$ cat src/rtl/can_disp_pkg.sv
package can_disp_pkg;
  localparam int unsigned ID_W = 11;

  localparam logic [ID_W-1:0] ID_CMD_BASE = 11'h3F0;
  localparam logic [ID_W-1:0] ID_RSP_OFS  = 11'h008;
  localparam logic [ID_W-1:0] ID_ANA0     = 11'h3FE;
  localparam logic [ID_W-1:0] ID_ERROR    = 11'h3FF;

  localparam logic [7:0] ERR_BAD_ID = 8'h01;
  localparam logic [7:0] ERR_SHORT  = 8'h02;
  localparam logic [7:0] ERR_BUSY   = 8'h03;

  typedef enum logic [2:0] {
    CMD_ANA1  = 3'd0,
    CMD_DIN   = 3'd1,
    CMD_OUT1  = 3'd2,
    CMD_OUT2  = 3'd3,
    CMD_ADDR  = 3'd4,
    CMD_OFF   = 3'd5,
    CMD_ERROR = 3'd7
  } cmd_e;

  typedef struct packed {
    logic [ID_W-1:0] id;
    logic [3:0]      dlc;
    logic [7:0]      d0;
    logic [7:0]      d1;
  } frame_t;
endpackage

$ cat src/rtl/can_cmd_decode.sv
module can_cmd_decode
  import can_disp_pkg::*;
(
  input  logic [ID_W-1:0] id_i,
  input  logic [3:0]      dlc_i,
  output cmd_e            cmd_o,
  output logic [7:0]      err_code_o
);
  logic [ID_W-1:0] rel;
  logic            in_set;
  logic            needs_byte;

  assign rel    = id_i - ID_CMD_BASE;
  assign in_set = (id_i >= ID_CMD_BASE) && (rel <= 11'd5);

  always_comb begin
    needs_byte = 1'b0;
    if (in_set)
      needs_byte = (rel[2:0] == 3'd2) || (rel[2:0] == 3'd3) || (rel[2:0] == 3'd4);
  end

  always_comb begin
    cmd_o      = CMD_ERROR;
    err_code_o = 8'h00;
    if (!in_set) begin
      err_code_o = ERR_BAD_ID;
    end else if (needs_byte && dlc_i == 4'd0) begin
      err_code_o = ERR_SHORT;
    end else begin
      cmd_o = cmd_e'(rel[2:0]);
    end
  end
endmodule

$ cat src/rtl/can_resp_fifo.sv
module can_resp_fifo
  import can_disp_pkg::*;
#(
  parameter int unsigned DEPTH = 4
) (
  input  logic   clk_i,
  input  logic   rst_ni,
  input  logic   push_a_i,
  input  frame_t data_a_i,
  input  logic   push_b_i,
  input  frame_t data_b_i,
  input  logic   pop_i,
  output frame_t head_o,
  output logic   empty_o,
  output logic   drop_o
);
  localparam int unsigned AW = (DEPTH > 1) ? $clog2(DEPTH) : 1;
  localparam logic [AW:0] DEPTH_C = (AW+1)'(DEPTH);

  frame_t        mem [DEPTH];
  logic [AW-1:0] wp, rp;
  logic [AW:0]   cnt;
  logic          acc_a, acc_b, do_pop;
  logic [AW:0]   cnt_after_a;

  // pop does not free space in the same cycle
  assign acc_a       = push_a_i && (cnt < DEPTH_C);
  assign cnt_after_a = cnt + (AW+1)'(acc_a);
  assign acc_b       = push_b_i && (cnt_after_a < DEPTH_C);
  assign do_pop      = pop_i && (cnt != '0);
  assign drop_o      = (push_a_i && !acc_a) || (push_b_i && !acc_b);
  assign empty_o     = (cnt == '0);
  assign head_o      = mem[rp];

  always_ff @(posedge clk_i) begin
    if (acc_a) mem[wp] <= data_a_i;
    if (acc_b) mem[wp + AW'(acc_a)] <= data_b_i;
  end

  always_ff @(posedge clk_i or negedge rst_ni) begin
    if (!rst_ni) begin
      wp  <= '0;
      rp  <= '0;
      cnt <= '0;
    end else begin
      wp  <= wp + AW'(acc_a) + AW'(acc_b);
      rp  <= rp + AW'(do_pop);
      cnt <= cnt_after_a + (AW+1)'(acc_b) - (AW+1)'(do_pop);
    end
  end
endmodule

$ cat src/rtl/can_adc_seq.sv
module can_adc_seq #(
  parameter int unsigned ADC_W = 10
) (
  input  logic             clk_i,
  input  logic             rst_ni,
  input  logic             start_i,
  input  logic             chan_i,
  output logic             busy_o,
  output logic             req_o,
  output logic             chan_o,
  input  logic             ack_i,
  output logic             done_o,
  output logic             done_chan_o
);
  logic req_q, chan_q;

  always_ff @(posedge clk_i or negedge rst_ni) begin
    if (!rst_ni) begin
      req_q  <= 1'b0;
      chan_q <= 1'b0;
    end else if (!req_q && start_i) begin
      req_q  <= 1'b1;
      chan_q <= chan_i;
    end else if (req_q && ack_i) begin
      req_q  <= 1'b0;
    end
  end

  assign busy_o      = req_q;
  assign req_o       = req_q;
  assign chan_o      = chan_q;
  assign done_o      = req_q && ack_i;
  assign done_chan_o = chan_q;
endmodule

$ cat src/rtl/can_tick_gen.sv
module can_tick_gen #(
  parameter int unsigned CNT_W = 16
) (
  input  logic             clk_i,
  input  logic             rst_ni,
  input  logic [CNT_W-1:0] period_i,
  input  logic             clear_i,
  output logic             pend_o
);
  logic [CNT_W-1:0] cnt;
  logic             hit;

  assign hit = (period_i != '0) && (cnt >= period_i - CNT_W'(1));

  always_ff @(posedge clk_i or negedge rst_ni) begin
    if (!rst_ni) begin
      cnt    <= '0;
      pend_o <= 1'b0;
    end else if (period_i == '0) begin
      cnt    <= '0;
      pend_o <= 1'b0;
    end else begin
      cnt <= hit ? '0 : cnt + CNT_W'(1);
      if (hit)          pend_o <= 1'b1;
      else if (clear_i) pend_o <= 1'b0;
    end
  end
endmodule

$ cat src/rtl/can_cmd_dispatch.sv
module can_cmd_dispatch
  import can_disp_pkg::*;
#(
  parameter int unsigned FIFO_DEPTH = 4,
  parameter int unsigned ADC_W      = 10,
  parameter int unsigned TICK_W     = 16,
  parameter logic [7:0]  RESET_ADDR = 8'h10
) (
  input  logic              clk_i,
  input  logic              rst_ni,
  input  logic              rx_valid_i,
  input  logic [10:0]       rx_id_i,
  input  logic [3:0]        rx_dlc_i,
  input  logic [7:0]        rx_data0_i,
  output logic              tx_valid_o,
  input  logic              tx_ready_i,
  output logic [10:0]       tx_id_o,
  output logic [3:0]        tx_dlc_o,
  output logic [7:0]        tx_data0_o,
  output logic [7:0]        tx_data1_o,
  input  logic [7:0]        din_i,
  output logic [1:0]        dout_o,
  output logic [7:0]        unit_addr_o,
  output logic              adc_req_o,
  output logic              adc_chan_o,
  input  logic              adc_ack_i,
  input  logic [ADC_W-1:0]  adc_data_i,
  input  logic [TICK_W-1:0] tick_period_i,
  output logic              ovf_o
);
  localparam int unsigned HI_W = ADC_W - 8;

  cmd_e       cmd;
  logic [7:0] err_code;
  logic       adc_busy, adc_done, done_chan;
  logic       tick_pend, start_cmd, start_tick;
  logic       push_b, fifo_empty, fifo_drop;
  frame_t     rsp_b, rsp_a, head;

  can_cmd_decode u_dec (
    .id_i      (rx_id_i),
    .dlc_i     (rx_dlc_i),
    .cmd_o     (cmd),
    .err_code_o(err_code)
  );

  assign start_cmd  = rx_valid_i && (cmd == CMD_ANA1) && !adc_busy;
  assign start_tick = tick_pend && !adc_busy && !rx_valid_i;

  can_adc_seq #(.ADC_W(ADC_W)) u_adc (
    .clk_i      (clk_i),
    .rst_ni     (rst_ni),
    .start_i    (start_cmd || start_tick),
    .chan_i     (start_cmd),
    .busy_o     (adc_busy),
    .req_o      (adc_req_o),
    .chan_o     (adc_chan_o),
    .ack_i      (adc_ack_i),
    .done_o     (adc_done),
    .done_chan_o(done_chan)
  );

  can_tick_gen #(.CNT_W(TICK_W)) u_tick (
    .clk_i   (clk_i),
    .rst_ni  (rst_ni),
    .period_i(tick_period_i),
    .clear_i (start_tick),
    .pend_o  (tick_pend)
  );

  // conversion result frame
  always_comb begin
    rsp_a.id  = done_chan ? (ID_CMD_BASE + ID_RSP_OFS) : ID_ANA0;
    rsp_a.dlc = 4'd2;
    rsp_a.d0  = adc_data_i[7:0];
    rsp_a.d1  = 8'(adc_data_i[ADC_W-1 -: HI_W]);
  end

  // command response frame
  always_comb begin
    push_b    = rx_valid_i;
    rsp_b.id  = rx_id_i + ID_RSP_OFS;
    rsp_b.dlc = 4'd1;
    rsp_b.d0  = 8'h00;
    rsp_b.d1  = 8'h00;
    unique case (cmd)
      CMD_ANA1: begin
        push_b    = rx_valid_i && adc_busy;
        rsp_b.id  = ID_ERROR;
        rsp_b.dlc = 4'd2;
        rsp_b.d0  = ERR_BUSY;
        rsp_b.d1  = rx_id_i[7:0];
      end
      CMD_DIN:  rsp_b.d0 = din_i;
      CMD_OUT1, CMD_OUT2: rsp_b.d0 = {7'b0, rx_data0_i[0]};
      CMD_ADDR: rsp_b.d0 = rx_data0_i;
      CMD_OFF:  rsp_b.dlc = 4'd0;
      default: begin
        rsp_b.id  = ID_ERROR;
        rsp_b.dlc = 4'd2;
        rsp_b.d0  = err_code;
        rsp_b.d1  = rx_id_i[7:0];
      end
    endcase
  end

  always_ff @(posedge clk_i or negedge rst_ni) begin
    if (!rst_ni) begin
      dout_o      <= 2'b00;
      unit_addr_o <= RESET_ADDR;
      ovf_o       <= 1'b0;
    end else begin
      if (fifo_drop) ovf_o <= 1'b1;
      if (rx_valid_i) begin
        case (cmd)
          CMD_OUT1: dout_o[0]   <= rx_data0_i[0];
          CMD_OUT2: dout_o[1]   <= rx_data0_i[0];
          CMD_ADDR: unit_addr_o <= rx_data0_i;
          CMD_OFF:  dout_o      <= 2'b00;
          default: ;
        endcase
      end
    end
  end

  can_resp_fifo #(.DEPTH(FIFO_DEPTH)) u_fifo (
    .clk_i   (clk_i),
    .rst_ni  (rst_ni),
    .push_a_i(adc_done),
    .data_a_i(rsp_a),
    .push_b_i(push_b),
    .data_b_i(rsp_b),
    .pop_i   (tx_ready_i),
    .head_o  (head),
    .empty_o (fifo_empty),
    .drop_o  (fifo_drop)
  );

  assign tx_valid_o = !fifo_empty;
  assign tx_id_o    = head.id;
  assign tx_dlc_o   = head.dlc;
  assign tx_data0_o = head.d0;
  assign tx_data1_o = head.d1;
endmodule

$ cat config.mk
export PLATFORM = sky130hd
export DESIGN_NAME = can_cmd_dispatch
export DESIGN_NICKNAME = d
export VERILOG_FILES = /design/src/rtl/can_disp_pkg.sv /design/src/rtl/can_cmd_decode.sv /design/src/rtl/can_resp_fifo.sv /design/src/rtl/can_adc_seq.sv /design/src/rtl/can_tick_gen.sv /design/src/rtl/can_cmd_dispatch.sv
export SDC_FILE = /design/constraint.sdc
export NUM_CORES = 1
export LEC_CHECK = 0
export ABC_CLOCK_PERIOD_IN_PS = 3800
export BUFFER_PORTS_ARGS = -buffer_cell sky130_fd_sc_hd__buf_2
export CAP_MARGIN = 20
export CORE_MARGIN = 2
export CORE_UTILIZATION = 50
export CTS_CLUSTER_SIZE = 20
export DETAILED_ROUTE_END_ITERATION = 8
export PLACE_DENSITY = 0.76
export SETUP_SLACK_MARGIN = 0.1
export SLEW_MARGIN = 15
export SYNTH_ARGS = -nofsm -noshare
export SYNTH_HDL_FRONTEND = slang
export SYNTH_HIERARCHICAL = 1
export SYNTH_SLANG_ARGS = --single-unit
$ cat constraint.sdc
create_clock -name clk_i -period 3.8 [get_ports clk_i]
set_input_delay 0 -clock clk_i [delete_from_list [all_inputs] [get_ports clk_i]]
set_output_delay 0 -clock clk_i [all_outputs]
set_load 0.02 [all_outputs]
### Yosys cells after proc, flatten, opt, wreduce, memory -nomap -nowiden

Memories as Yosys holds them, arrays and structs flattened.
Index checks and enable logic that the tools add are counted.

| word-level totals | value |
|---|---|
| register bits after elaboration | 37 |
| RAM bits | 116 |
| input port bits | 62 |
| memories | 1 |

| cells by class | value |
|---|---|
| $add $sub $neg | 10 |
| order comparisons | 5 |
| equality and inequality tests | 8 |
| muxes and demuxes | 24 |
| reduce and logical (&&, ||, !) cells | 40 |

Memories:

| name | depth | width | read ports | clocked after Yosys merged registers in | write ports | line | RTL |
|---|---|---|---|---|---|---|---|
| u_fifo.mem | 4 | 29 | 1 | 0 | 2 | can_resp_fifo.sv:20 | `frame_t mem [DEPTH];` |

Operators with widths:

| kind | count |
|---|---|
| $pmux W8 S5 | 1 |
| $mux W16 | 2 |
| $add A16 B1 Y16 const B | 1 |
| $ge A16 B16 Y1 | 1 |
| $logic_not A16 Y1 | 1 |
| $mux W8 | 2 |
| $reduce_bool A16 Y1 | 1 |
| $sub A16 B1 Y16 const B | 1 |
| $logic_and A1 B1 Y1 | 15 |
| $eq A3 B2 Y1 const B | 4 |
| $add A11 B4 Y11 const B | 1 |
| $ge A11 B10 Y1 const B | 1 |
| $le A11 B3 Y1 const B | 1 |
| $mux W1 | 11 |
| $mux W11 | 1 |
| $sub A11 B10 Y11 const B | 1 |
| $eq A3 B3 Y1 const B | 3 |
| $mux W3 | 3 |
| $add A2 B1 Y2 | 3 |
| $add A3 B1 Y3 | 2 |
| $logic_not A3 Y1 | 2 |
| $lt A3 B3 Y1 const B | 2 |
| $reduce_and A2 Y1 | 3 |
| $reduce_bool A2 Y1 | 3 |
| 12 further kinds | 21 |

### Logic depth before layout (Yosys ltp)

Gate-level depths: netlist (run 1).

| depth | value |
|---|---|
| word-level depth | 14 |
| depth in mapped cells | 12 |
| gate-level depth less buffers | 11 |

### Cells and area by module

The synthesis (run 1) kept the hierarchy.

By module, submodules not included:

| module | times used | cells each | area each (um2) | sequential area each (um2) |
|---|---|---|---|---|
| can_resp_fifo | 1 | 342 | 6512.5 | 3898.7 |
| can_tick_gen | 1 | 159 | 1426.4 | 425.4 |
| can_cmd_dispatch | 1 | 115 | 969.7 | 276.5 |
| can_cmd_decode | 1 | 34 | 260.2 | 0.0 |
| can_adc_seq | 1 | 9 | 107.6 | 50.0 |

### Worst setup path before layout (run 1)

OpenSTA, ideal clock, no wires.

| path | value |
|---|---|
| path type | input to register |
| from | input rx_id_i[4] |
| to | memory u_fifo/mem[0][0] (netlist name), enable pin |
| library setup time | 0.646 ns |
| data arrival time | 3.341 ns |
| path slack | -0.187 ns |
| stages on the path | 8 |
| cells stage by stage | ha_1 > o41ai_1 > nand3_1 > buf_2 > o41a_1 > nand4b_1 > clkbuf_1 > o21ai_0 |

RTL lines:

| element | line | RTL |
|---|---|---|
| from (decl) | can_cmd_dispatch.sv:12 | `input logic [10:0] rx_id_i,` |
| to (decl) | can_resp_fifo.sv:20 |  |

==> flow_summary_export.csv, run 1 <==
group,metric,value,unit
critical_path,timing.rr.end,"u_fifo/mem[2][10]",
yosys,ys_seq_area_share,50.1,%
grt,track_usage,21.3,%
clocking,cts_buffers,17,
critical_path,cp_cell_sequence,"and2_1 -> nor2b_1 -> ha_1 -> ha_1 -> xnor2_2 -> or4b_2 -> buf_4 -> mux2_4",
power_and_ir_drop,finalPower,6500,uW
timing,finalSetupViolCount,0,
yosys,ys_ff_latch,161,
timing,hold_viol,0,
run_status,status,"finished clean",
cells_and_area,fin_nets,966,
timing,finalCritPeriodShare,90.1,%
critical_path,cp-end-kind,"register",
power_and_ir_drop,vdd_ir_drop_max,476,uV
die,fp.dieH,140,um
timing,max_freq,292,MHz
drt,dr.pass1.iters,4,
clocking,cts_resized,0,
critical_path,r2r_slack,0.38,ns
min_path,hold_start,"tx_ready_i",
yosys,yosysWarnings,6,
drt,wire_per_inst,18.0,um
critical_path,crit_required,3.97,ns
clocking,clock_latency,0.43,ns
timing,maxSlewViolCount,0,
die,die_area,19700,um2
min_path,hold_path_class,"input port to register",
clocking,htreeDepth,4,
timing,rsz0062_at_grt,"no",
timing,tightest_slew,1.03,ns
critical_path,critPathLaunchType,"register",
cells_and_area,areaGrowthSynthToFinish,21.0,%
yosys,synth-edff-count,124,
drt,vias,5968,
critical_path,cp.arrival,3.60,ns
min_path,min_to,"u_fifo/rp[0]",
timing,finalSetupTns,0,ns
drt,drt-total-wl,20000,um
cells_and_area,layout_common_cells,"edfxtp_1 (124), buf_2 (106), mux2_2 (93), conb_1 (90), mux2_4 (38)",
power_and_ir_drop,powerDensity,579,nW/um2
cells_and_area,stdcell_area,11200,um2
placement,portBuffers,106,
die,core_area,18100,um2
yosys,synthArstFlopShare,23.0,%
drt,ant_nets,0,
yosys,ys.flop_type,"edfxtp_1",
yosys,synth.distinct_cells,68,
clocking,path_clk_slew,0.06,ns
yosys,syn_area,9280,um2
grt,grt_max_degree,38,
clocking,root_buffer,"clkbuf_16",
grt,overflow,0,
timing,fin_skew,0.00535,ns
timing,maxSlewHeadroom,31.1,%
grt,antenna_found_initial,1,
placement,dpl.hpwl,13700,um
drt,drt-initial-drc-count,364,
placement,gp_congestion,0.860,
job,max-cap-violations,0,
timing,holdWs,0.0151,ns
critical_path,crit_fanout,16,
clocking,post_cts_buffers,0,
cells_and_area,final_common_cell,"edfxtp_1",
clocking,tritoncts,"built",
cells_and_area,n_antenna_cell,0,
die,start_util,51.3,%
grt,grt_pass1_vias,6050,
critical_path,crit_path_frequent_cell,"ha_1",
critical_path,critPathKind,"register to register",
clocking,cts_sinks,161,
critical_path,r2r_cells,8,
die,fp.dieW,140,um
critical_path,crit_path_max_incr_delay,0.88,ns
yosys,syn_inst,659,
die,rows,49,
min_path,holdPathStages,3,
cells_and_area,fin_util,62.0,%
cells_and_area,n_fill_cell,1367,
grt,grt_pass1_wl,32000,um
critical_path,worst_r2r_startpoint,"u_adc/busy_o",
clocking,cts_hold_buf,24,
die,num_io_pins,107,
critical_path,cpMaxStageDelayCell,"or4b_2",
clocking,clock_path_buffers,2,
placement,placed_area,10300,um2
yosys,avgSynthCellArea,14.1,um2
cells_and_area,multi_input_area,4670,um2
timing,post-route-min-period,3.42,ns
cells_and_area,seqCellArea,4650,um2
cells_and_area,drive_above_1_share,36.9,%
drt,viasPerCell,5.36,
power_and_ir_drop,p_leak,0.00451,uW
drt,drc_errors,0,
layout make-up:
cell class	instances	share of cell area (%)
Clock inverter	12	1.71
Timing Repair Buffer	144	8.10
Tap cell	229	2.55
Multi-Input combinational cell	527	41.6
Clock buffer	18	3.82
Sequential cell	161	41.5
Inverter	23	0.769
flip-flops by register name, summed over array words and instances, names as in the netlist, 2 cells and up:
name,count
unit_addr_o,8
dout_o,2
u_tick/cnt,16
u_fifo/cnt,3
u_fifo/mem,124
u_fifo/rp,2
u_fifo/wp,2
worst max path at each step:
| stage | from | end | slack [ns] | cells past startpoint |
|---|---|---|---|---|
| final | u_adc/busy_o | u_fifo/mem[2][10] | 0.38 | 8 |
| after global routing | u_adc/busy_o | u_fifo/mem[2][9] | 0.23 | 8 |
| after CTS | u_adc/busy_o | u_fifo/mem[2][10] | 0.41 | 8 |
| after detailed placement | rx_id_i[5] | u_fifo/mem[2][20] | 0.36 | 12 |
| after global placement | rx_id_i[4] | u_fifo/mem[2][3] | 0.47 | 12 |
| after floorplan | u_adc/busy_o | u_fifo/mem[2][0] | 0.25 | 9 |
critical path, delay by kind of cell (launching register included):
kind,cells,cell delay (ns)
muxes,1,0.33
xor gates and xnor gates,1,0.18
buffers and inverters,1,0.34
DFF,1,0.49
adders and majority gates,2,0.43
and+or+nand+nor,3,1.41
synth_stat cells, types with 13 or more instances:
cell type / instances / share of area (%)
buf_2: 15 / 0.81
nand2_1: 25 / 1.0
and2_1: 13 / 0.88
mux4_2: 31 / 7.5
xor2_1: 17 / 1.6
nor2_1: 26 / 1.1
xnor2_1: 18 / 1.7
nand3_1: 14 / 0.76
inv_1: 22 / 0.89
o21ai_0: 21 / 1.1
edfxtp_1: 124 / 40
ha_1: 29 / 3.9
mux2_2: 93 / 11
dfrtp_1: 36 / 9.7
mux2_4: 38 / 6.2
layer usage:
layer / track usage [%] / wire, um
met4: 6.43 / 303
met5: 0 / 13
met2: 37.2 / 10100
met3: 4.58 / 877
met1: 26.8 / 8730
where the power goes:
part / switching, uW / leakage, uW / internal (uW)
sequential: 213 / 0.00158 / 2300
combinational: 1150 / 0.00264 / 1010
clock: 673 / 0.000298 / 1150
total: 2040 / 0.00451 / 4460
kinds of logic after synthesis:
group                      Yosys count  synth area share, %
DFF                                161                 50.1
xor gates and xnor gates            36                 3.48
other                                3                0.121
AOI/OAI and AO/OA                   59                 4.34
muxes                              166                 25.4
adders and majority gates           30                 4.13
and+or+nand+nor                    146                 9.05
buffers and inverters               58                 3.32
through the flow:
step / std cells / setup slack, ns
finish: 1114 / 0.377
global route: 1114 / 0.231
CTS: 1113 / 0.413
detailed placement: 1059 / 0.356
global placement: 1059 / 0.469
floorplan: 746 / 0.248
Note: power is estimated with default switching activity, not from simulation.
==> run 2: changes to the inputs <==
--- a/config.mk
+++ b/config.mk
@@ -5,14 +5,18 @@
 export SDC_FILE = /design/constraint.sdc
 export NUM_CORES = 1
 export LEC_CHECK = 0
+export ABC_AREA = 1
 export ABC_CLOCK_PERIOD_IN_PS = 3800
 export BUFFER_PORTS_ARGS = -buffer_cell sky130_fd_sc_hd__buf_2
 export CAP_MARGIN = 20
+export CELL_PAD_IN_SITES_DETAIL_PLACEMENT = 1
+export CELL_PAD_IN_SITES_GLOBAL_PLACEMENT = 1
 export CORE_MARGIN = 2
-export CORE_UTILIZATION = 50
+export CORE_UTILIZATION = 40
 export CTS_CLUSTER_SIZE = 20
 export DETAILED_ROUTE_END_ITERATION = 8
-export PLACE_DENSITY = 0.76
+export GPL_TIMING_DRIVEN = 0
+export PLACE_DENSITY = 0.8
 export SETUP_SLACK_MARGIN = 0.1
 export SLEW_MARGIN = 15
 export SYNTH_ARGS = -nofsm -noshare
==> run 2 against run 1 <==
Against the previous run:
- via count increased by 58%
- area after synthesis up 7.4%
- maximum frequency rose by 8.6%
- register-to-register slack improved by 0.32 ns
- critical path depth is 12 higher
- core utilization shrank 12 points
- clock power decreased by 9.9%
- global-route usage rose by 4.5 points
- power rose by 16%
- non-clock buffer count up 53
==> flow_summary_export.csv, run 2 <==
group,metric,value,unit
clocking,cts_resized,0,
timing,finalCritPeriodShare,82.9,%
die,start_util,40.8,%
critical_path,crit_fanout,20,
timing,maxSlewHeadroom,31.9,%
cells_and_area,final_common_cell,"nand2_1",
placement,dpl.hpwl,23900,um
clocking,htreeDepth,4,
critical_path,crit_path_frequent_cell,"nand2_1",
grt,grt_max_degree,38,
cells_and_area,fin_util,49.9,%
cells_and_area,areaGrowthSynthToFinish,22.3,%
drt,vias,9437,
clocking,path_clk_slew,0.06,ns
drt,drt-total-wl,33400,um
critical_path,cpMaxStageDelayCell,"a21oi_1",
yosys,netlist.area_leader.share,37.4,%
critical_path,r2r_cells,15,
yosys,synthSimpleGateAreaFrac,32.7,%
yosys,ys_seq_area_share,46.7,%
drt,wire_per_inst,18.3,um
die,fp.dieH,162,um
cells_and_area,largest_reg_flops,124,
grt,grt_pass1_vias,9766,
grt,overflow,0,
min_path,hold_path_class,"input port to register",
run_status,status,"finished clean",
cells_and_area,drive_above_1_share,16.8,%
cells_and_area,fin_nets,1585,
power_and_ir_drop,p_leak,0.00582,uW
power_and_ir_drop,finalPower,7540,uW
yosys,syn_inst,1254,
cells_and_area,final_cells,1832,
timing,tightest_slew,1.01,ns
yosys,synthAdderAreaFrac,3.84,%
cells_and_area,reg_top3,"u_fifo/mem (124), u_tick/cnt (16), unit_addr_o (8)",
critical_path,cp.arrival,3.29,ns
timing,setup_slack,0.649,ns
yosys,synth_top_area_cell,"edfxtp_1",
yosys,ys.flop_type,"edfxtp_1",
yosys,synthTopCellsByCount,"nand2_1 (455), edfxtp_1 (124), nor2_1 (113)",
timing,rsz0062_at_grt,"no",
grt,grt_pass1_wl,51900,um
timing,maxSlewViolCount,0,
critical_path,r2r_slack,0.70,ns
grt,track_usage,25.8,%
cells_and_area,seqCellArea,4650,um2
cells_and_area,top_register,"u_fifo/mem",
yosys,synth_xor_area_share,2.37,%
yosys,synth-edff-count,124,
yosys,netlist_top_cells_area,"edfxtp_1 (37%), nand2_1 (17%), dfrtp_1 (9.0%)",
cells_and_area,multi_input_area,4950,um2
critical_path,cp-end-kind,"register",
critical_path,critPathKind,"input port to register",
cells_and_area,layout_common_cells,"nand2_1 (455), buf_2 (131), edfxtp_1 (124), nor2_1 (113), nand3_1 (110)",
drt,dr.pass1.iters,5,
die,core_area,24400,um2
clocking,cts_sinks,161,
clocking,clock_path_buffers,2,
clocking,root_buffer,"clkbuf_16",
min_path,holdPathStages,5,
drt,drc_errors,0,
critical_path,crit_required,3.94,ns
timing,post-route-min-period,3.15,ns
yosys,syn_area,9960,um2
clocking,clock_latency,0.44,ns
power_and_ir_drop,powerDensity,619,nW/um2
clocking,cts_buffers,17,
placement,dp_slack,0.280,ns
die,num_io_pins,107,
drt,ant_nets,0,
timing,finalSetupViolCount,0,
yosys,synth.distinct_cells,43,
yosys,synth_top_family_by_area,"simple AND/OR/NAND/NOR gates",
drt,drt-initial-drc-count,530,
clocking,tritoncts,"built",
timing,max_freq,317,MHz
yosys,synthArstFlopShare,23.0,%
critical_path,crit_path_max_incr_delay,0.31,ns
die,rows,57,
grt,antenna_found_initial,2,
yosys,synth_most_common_cell,"nand2_1",
critical_path,critPathLaunchType,"input port",
yosys,synth-compound-area-share,6.87,%
critical_path,worst_r2r_startpoint,"u_adc/busy_o",
power_and_ir_drop,vdd_ir_drop_max,306,uV
die,die_area,26200,um2
timing,holdWs,0.0158,ns
placement,gp_congestion,0.841,
critical_path,timing.rr.end,"u_fifo/mem[2][3]",
critical_path,crit_path_end,"u_fifo/mem[2][3]",
cells_and_area,n_fill_cell,3120,
placement,place_inst,1776,
yosys,avgSynthCellArea,7.94,um2
die,fp.dieW,162,um
yosys,synthMuxAreaShare,0,%
critical_path,crit_start,"rx_id_i[5]",
critical_path,cp_cell_sequence,"buf_2 -> ha_1 -> nand2_1 -> nor2_1 -> nand2_1 -> nand2_1 -> nor2_2 -> nand3_1 -> buf_6 -> nor2_1 -> nand2_2 -> inv_1 -> a21oi_1 -> inv_1 -> nor2_4 -> buf_6 -> nand2_2 -> buf_2 -> o21ai_4 -> buf_16",
job,max-cap-violations,0,
placement,portBuffers,106,
drt,viasPerCell,5.15,
timing,hold_viol,0,
yosys,ys_ff_latch,161,
yosys,yosysWarnings,6,
timing,fin_skew,0.00941,ns
-- run 2: stage by stage --
step	instance area [um2]	TNS (ns)
detailed placement	11400	0
CTS	12200	0
finish	12200	0
floorplan	10300	0
global route	12200	0
global placement	11200	-215.10
-- run 2: cell type report --
type / instances / share of cell area [%]
Timing Repair Buffer: 133 / 7.30
Antenna cell: 2 / 0.0411
Clock buffer: 25 / 4.08
Sequential cell: 161 / 38.2
Clock inverter: 7 / 0.401
Inverter: 94 / 2.92
Buffer: 64 / 3.10
Multi-Input combinational cell: 1022 / 40.6
Tap cell: 324 / 3.33
-- run 2: worst min path at each step --
| stage | from | to |
|---|---|---|
| after floorplan | rst_ni | dout_o[0] |
| after global placement | rst_ni | unit_addr_o[6] |
| after detailed placement | rst_ni | unit_addr_o[3] |
| after CTS | tick_period_i[5] | u_tick/pend_o |
| after global routing | tick_period_i[5] | u_tick/pend_o |
| final | tick_period_i[5] | u_tick/pend_o |
-- run 2: kinds of logic (layout without fill, tap and decap cells) --
kind of cell | Yosys count | count (layout)
AO/OA/AOI/OAI | 124 | 124
other | 3 | 92
AND/OR/NAND/NOR | 751 | 751
XOR/XNOR | 27 | 27
buffers and inverters | 158 | 323
flip-flops | 161 | 161
adder cells (fa/ha/maj) | 30 | 30
-- run 2: critical path: cells and delay by family --
| family | cells | cell delay, ns |
|---|---|---|
| buffers and inverters | 7 | 1.23 |
| AND/OR/NAND/NOR | 10 | 1.15 |
| AO/OA/AOI/OAI | 2 | 0.60 |
| adder cells (fa/ha/maj) | 1 | 0.27 |
-- run 2: power breakdown --
part | internal [uW] | switching, uW | total [uW]
clock network | 912 | 726 | 1640
logic | 996 | 2390 | 3380
registers | 2340 | 172 | 2520
total | 4250 | 3290 | 7540
-- run 2: timing repair --
item                                    4_1_cts  5_1_grt
hold buffers                                 22        0
endpoints found under the setup margin        0        0
endpoints found under the hold margin        88        0
buffers inserted                              0        0
-- run 2: layer usage --
metal	track usage, %	routed length [um]	share of wire, %
met1	31.3	13800	41
met2	46.4	17000	51
met3	3.47	1790	5.4
met4	9.94	847	2.5
met5	0	0	0
==> run 3: changes to the inputs <==
--- a/config.mk
+++ b/config.mk
@@ -5,18 +5,18 @@
 export SDC_FILE = /design/constraint.sdc
 export NUM_CORES = 1
 export LEC_CHECK = 0
-export ABC_AREA = 1
-export ABC_CLOCK_PERIOD_IN_PS = 3800
+export ABC_AREA = 0
+export ABC_CLOCK_PERIOD_IN_PS = 2800
 export BUFFER_PORTS_ARGS = -buffer_cell sky130_fd_sc_hd__buf_2
 export CAP_MARGIN = 20
 export CELL_PAD_IN_SITES_DETAIL_PLACEMENT = 1
 export CELL_PAD_IN_SITES_GLOBAL_PLACEMENT = 1
 export CORE_MARGIN = 2
-export CORE_UTILIZATION = 40
+export CORE_UTILIZATION = 44
 export CTS_CLUSTER_SIZE = 20
 export DETAILED_ROUTE_END_ITERATION = 8
 export GPL_TIMING_DRIVEN = 0
-export PLACE_DENSITY = 0.8
+export PLACE_DENSITY = 0.79
 export SETUP_SLACK_MARGIN = 0.1
 export SLEW_MARGIN = 15
 export SYNTH_ARGS = -nofsm -noshare
==> constraint.sdc (replaced) <==
create_clock -name clk_i -period 2.8 [get_ports clk_i]
set_input_delay 0 -clock clk_i [delete_from_list [all_inputs] [get_ports clk_i]]
set_output_delay 0 -clock clk_i [all_outputs]
set_load 0.02 [all_outputs]
==> run 3 against run 2 <==
Against the previous run:
- design area up 0.92%
- first-iteration DRC count shrank 21%
- combinational power is 14% higher
- power is 28% higher
- register-to-register slack worse by 0.59 ns
==> flow_summary_export.csv, run 3 (synthesis gave the netlist of run 1 again) <==
group,metric,value,unit
cells_and_area,layout_common_cells,"edfxtp_1 (124), buf_2 (107), mux2_2 (93), conb_1 (90), mux2_4 (38)",
grt,grt_pass1_vias,7277,
drt,drc_errors,0,
critical_path,cp_cell_sequence,"buf_2 -> nor4_2 -> a21oi_1 -> nand3_4 -> buf_6 -> o41a_1 -> inv_2 -> or4b_4 -> buf_12 -> buf_12 -> o21ai_4 -> bufbuf_16",
critical_path,cp.arrival,2.93,ns
timing,hold_viol,0,
grt,overflow,0,
die,start_util,44.4,%
clocking,htreeDepth,4,
timing,tightest_slew,0.904,ns
clocking,path_clk_slew,0.07,ns
cells_and_area,fin_util,58.8,%
drt,vias,6896,
cells_and_area,final_common_cell,"edfxtp_1",
cells_and_area,top_register,"u_fifo/mem",
grt,grt_max_degree,38,
power_and_ir_drop,p_sw,3450,uW
power_and_ir_drop,p_leak,0.00495,uW
power_and_ir_drop,p_clk_share,24.3,%
clocking,clock_latency,0.46,ns
power_and_ir_drop,switching_share,35.9,%
timing,finalCritPeriodShare,98.4,%
critical_path,cpMaxStageDelayCell,"nor4_2",
critical_path,cp_num_buf_inv,6,
placement,dpl.hpwl,16400,um
grt,grt_pass1_wl,41500,um
min_path,hold_path_class,"input port to register",
critical_path,cp-end-kind,"register",
drt,dr.pass1.iters,5,
die,fp.dieH,149,um
timing,maxSlewHeadroom,39.8,%
timing,finalSetupViolCount,0,
die,core_area,20900,um2
die,fp.dieW,149,um
timing,maxSlewViolCount,0,
job,max-cap-violations,0,
timing,max_freq,363,MHz
cells_and_area,drive_above_1_share,43.4,%
power_and_ir_drop,p_comb_share,40.1,%
clocking,clock_path_buffers,2,
power_and_ir_drop,powerDensity,782,nW/um2
critical_path,crit_path_frequent_cell,"buf_12",
grt,antenna_found_initial,1,
drt,viasPerCell,5.61,
power_and_ir_drop,pwr-share-seq,35.6,%
placement,placed_area,10600,um2
cells_and_area,reg_top3,"u_fifo/mem (124), u_tick/cnt (16), unit_addr_o (8)",
timing,setup_slack,0.0436,ns
timing,post-route-min-period,2.76,ns
power_and_ir_drop,vdd_ir_drop_max,460,uV
critical_path,critPathLaunchType,"input port",
critical_path,r2r_slack,0.11,ns
cells_and_area,n_antenna_cell,0,
die,num_io_pins,107,
drt,ant_nets,0,
run_status,status,"finished clean",
critical_path,crit_path_max_incr_delay,0.63,ns
clocking,tritoncts,"built",
die,rows,53,
cells_and_area,areaGrowthSynthToFinish,32.5,%
drt,wire_per_inst,25.2,um
placement,dp_slack,-0.719,ns
clocking,cts_sinks,161,
cells_and_area,n_fill_cell,2122,
placement,portBuffers,106,
timing,fin_skew,0.00862,ns
drt,drt-initial-drc-count,419,
grt,track_usage,25.2,%
cells_and_area,largest_reg_flops,124,
cells_and_area,stdcell_area,12300,um2
clocking,cts_buffers,17,
timing,rsz0062_at_grt,"yes",
die,die_area,22300,um2
critical_path,crit_fanout,6,
clocking,root_buffer,"clkbuf_16",
critical_path,crit_required,2.97,ns
critical_path,cpLargestDelayFamily,"simple AND/OR/NAND/NOR gates",
drt,drt-total-wl,30900,um
power_and_ir_drop,p_int,6160,uW
placement,gp_congestion,0.764,
cells_and_area,fin_nets,1033,
timing,holdWs,0.101,ns
critical_path,critPathKind,"input port to register",
[run 3: cell types whose count changed in the layout (fill, tap and decap cells not counted), sizes merged, moves of 19 or more]
cell	before	now
mux4	0	31
clkbuf	44	25
o22ai	31	1
mux2	0	133
o21ai	80	21
inv	96	28
nor2	143	27
nand2	469	25
nand3	116	14
[run 3: power groups by stage]
stage | logic [uW] | clock network (uW) | registers [uW]
6_report | 3850 | 2340 | 3420
5_1_grt | 4050 | 2440 | 3450
4_1_cts | 3510 | 2280 | 3360
3_5_place_dp | 3180 | 0 | 3380
3_3_place_gp | 3060 | 0 | 3370
2_1_floorplan | 2250 | 0 | 3300
[run 3: through the flow]
step           std cells  total power [uW]  TNS (ns)
2_1_floorplan        746              5560         0
3_3_place_gp        1127              6430   -127.02
3_5_place_dp        1129              6570   -136.71
4_1_cts             1209              9160         0
5_1_grt             1229              9950   -0.0800
6_report            1229              9610         0
[run 3: routing by layer]
metal	vias to the layer above	wire (um)	global-route usage [%]
met4	2	1120	9.29
met1	3539	12400	30.0
li1	3007	-	-
met3	87	1510	4.65
met2	261	15900	45.3
met5	-	13	0
[run 3: tightest hold or removal path: cells and delay by family]
kind                   cells  cell delay, ns
buffers and inverters      1            0.12
AND/OR/NAND/NOR            1            0.18
multiplexers               1            0.16
[run 3: layout make-up]
type                            count  area [um2]  area share, %
Buffer                             34         334           2.72
Clock buffer                       17         425           3.46
Clock inverter                     15         134           1.09
Inverter                           23        86.3          0.703
Multi-Input combinational cell    531        4940           40.2
Sequential cell                   161        4650           37.9
Tap cell                          275         344           2.80
Timing Repair Buffer              173        1370           11.1
[run 3: timing repair]
item                       4_1_cts  5_1_grt
gates cloned                     4        7
setup buffers                   21       13
setup endpoints to repair      237      186
hold endpoints to repair        88        0
pin swaps                        6       16
gates resized for setup         33       45
hold buffers                    24        0
[run 3: worst paths after layout]
check	startpoint	endpoint	cells past startpoint
min reg2reg	ovf_o	ovf_o	1
min	rx_id_i[5]	u_fifo/mem[1][5]	3
min in group asynchronous	rst_ni	u_tick/cnt[14]	2
max in group asynchronous	rst_ni	u_adc/busy_o	2
max reg2reg	u_adc/busy_o	u_fifo/mem[2][7]	10
max	rx_dlc_i[1]	u_fifo/mem[2][7]	12
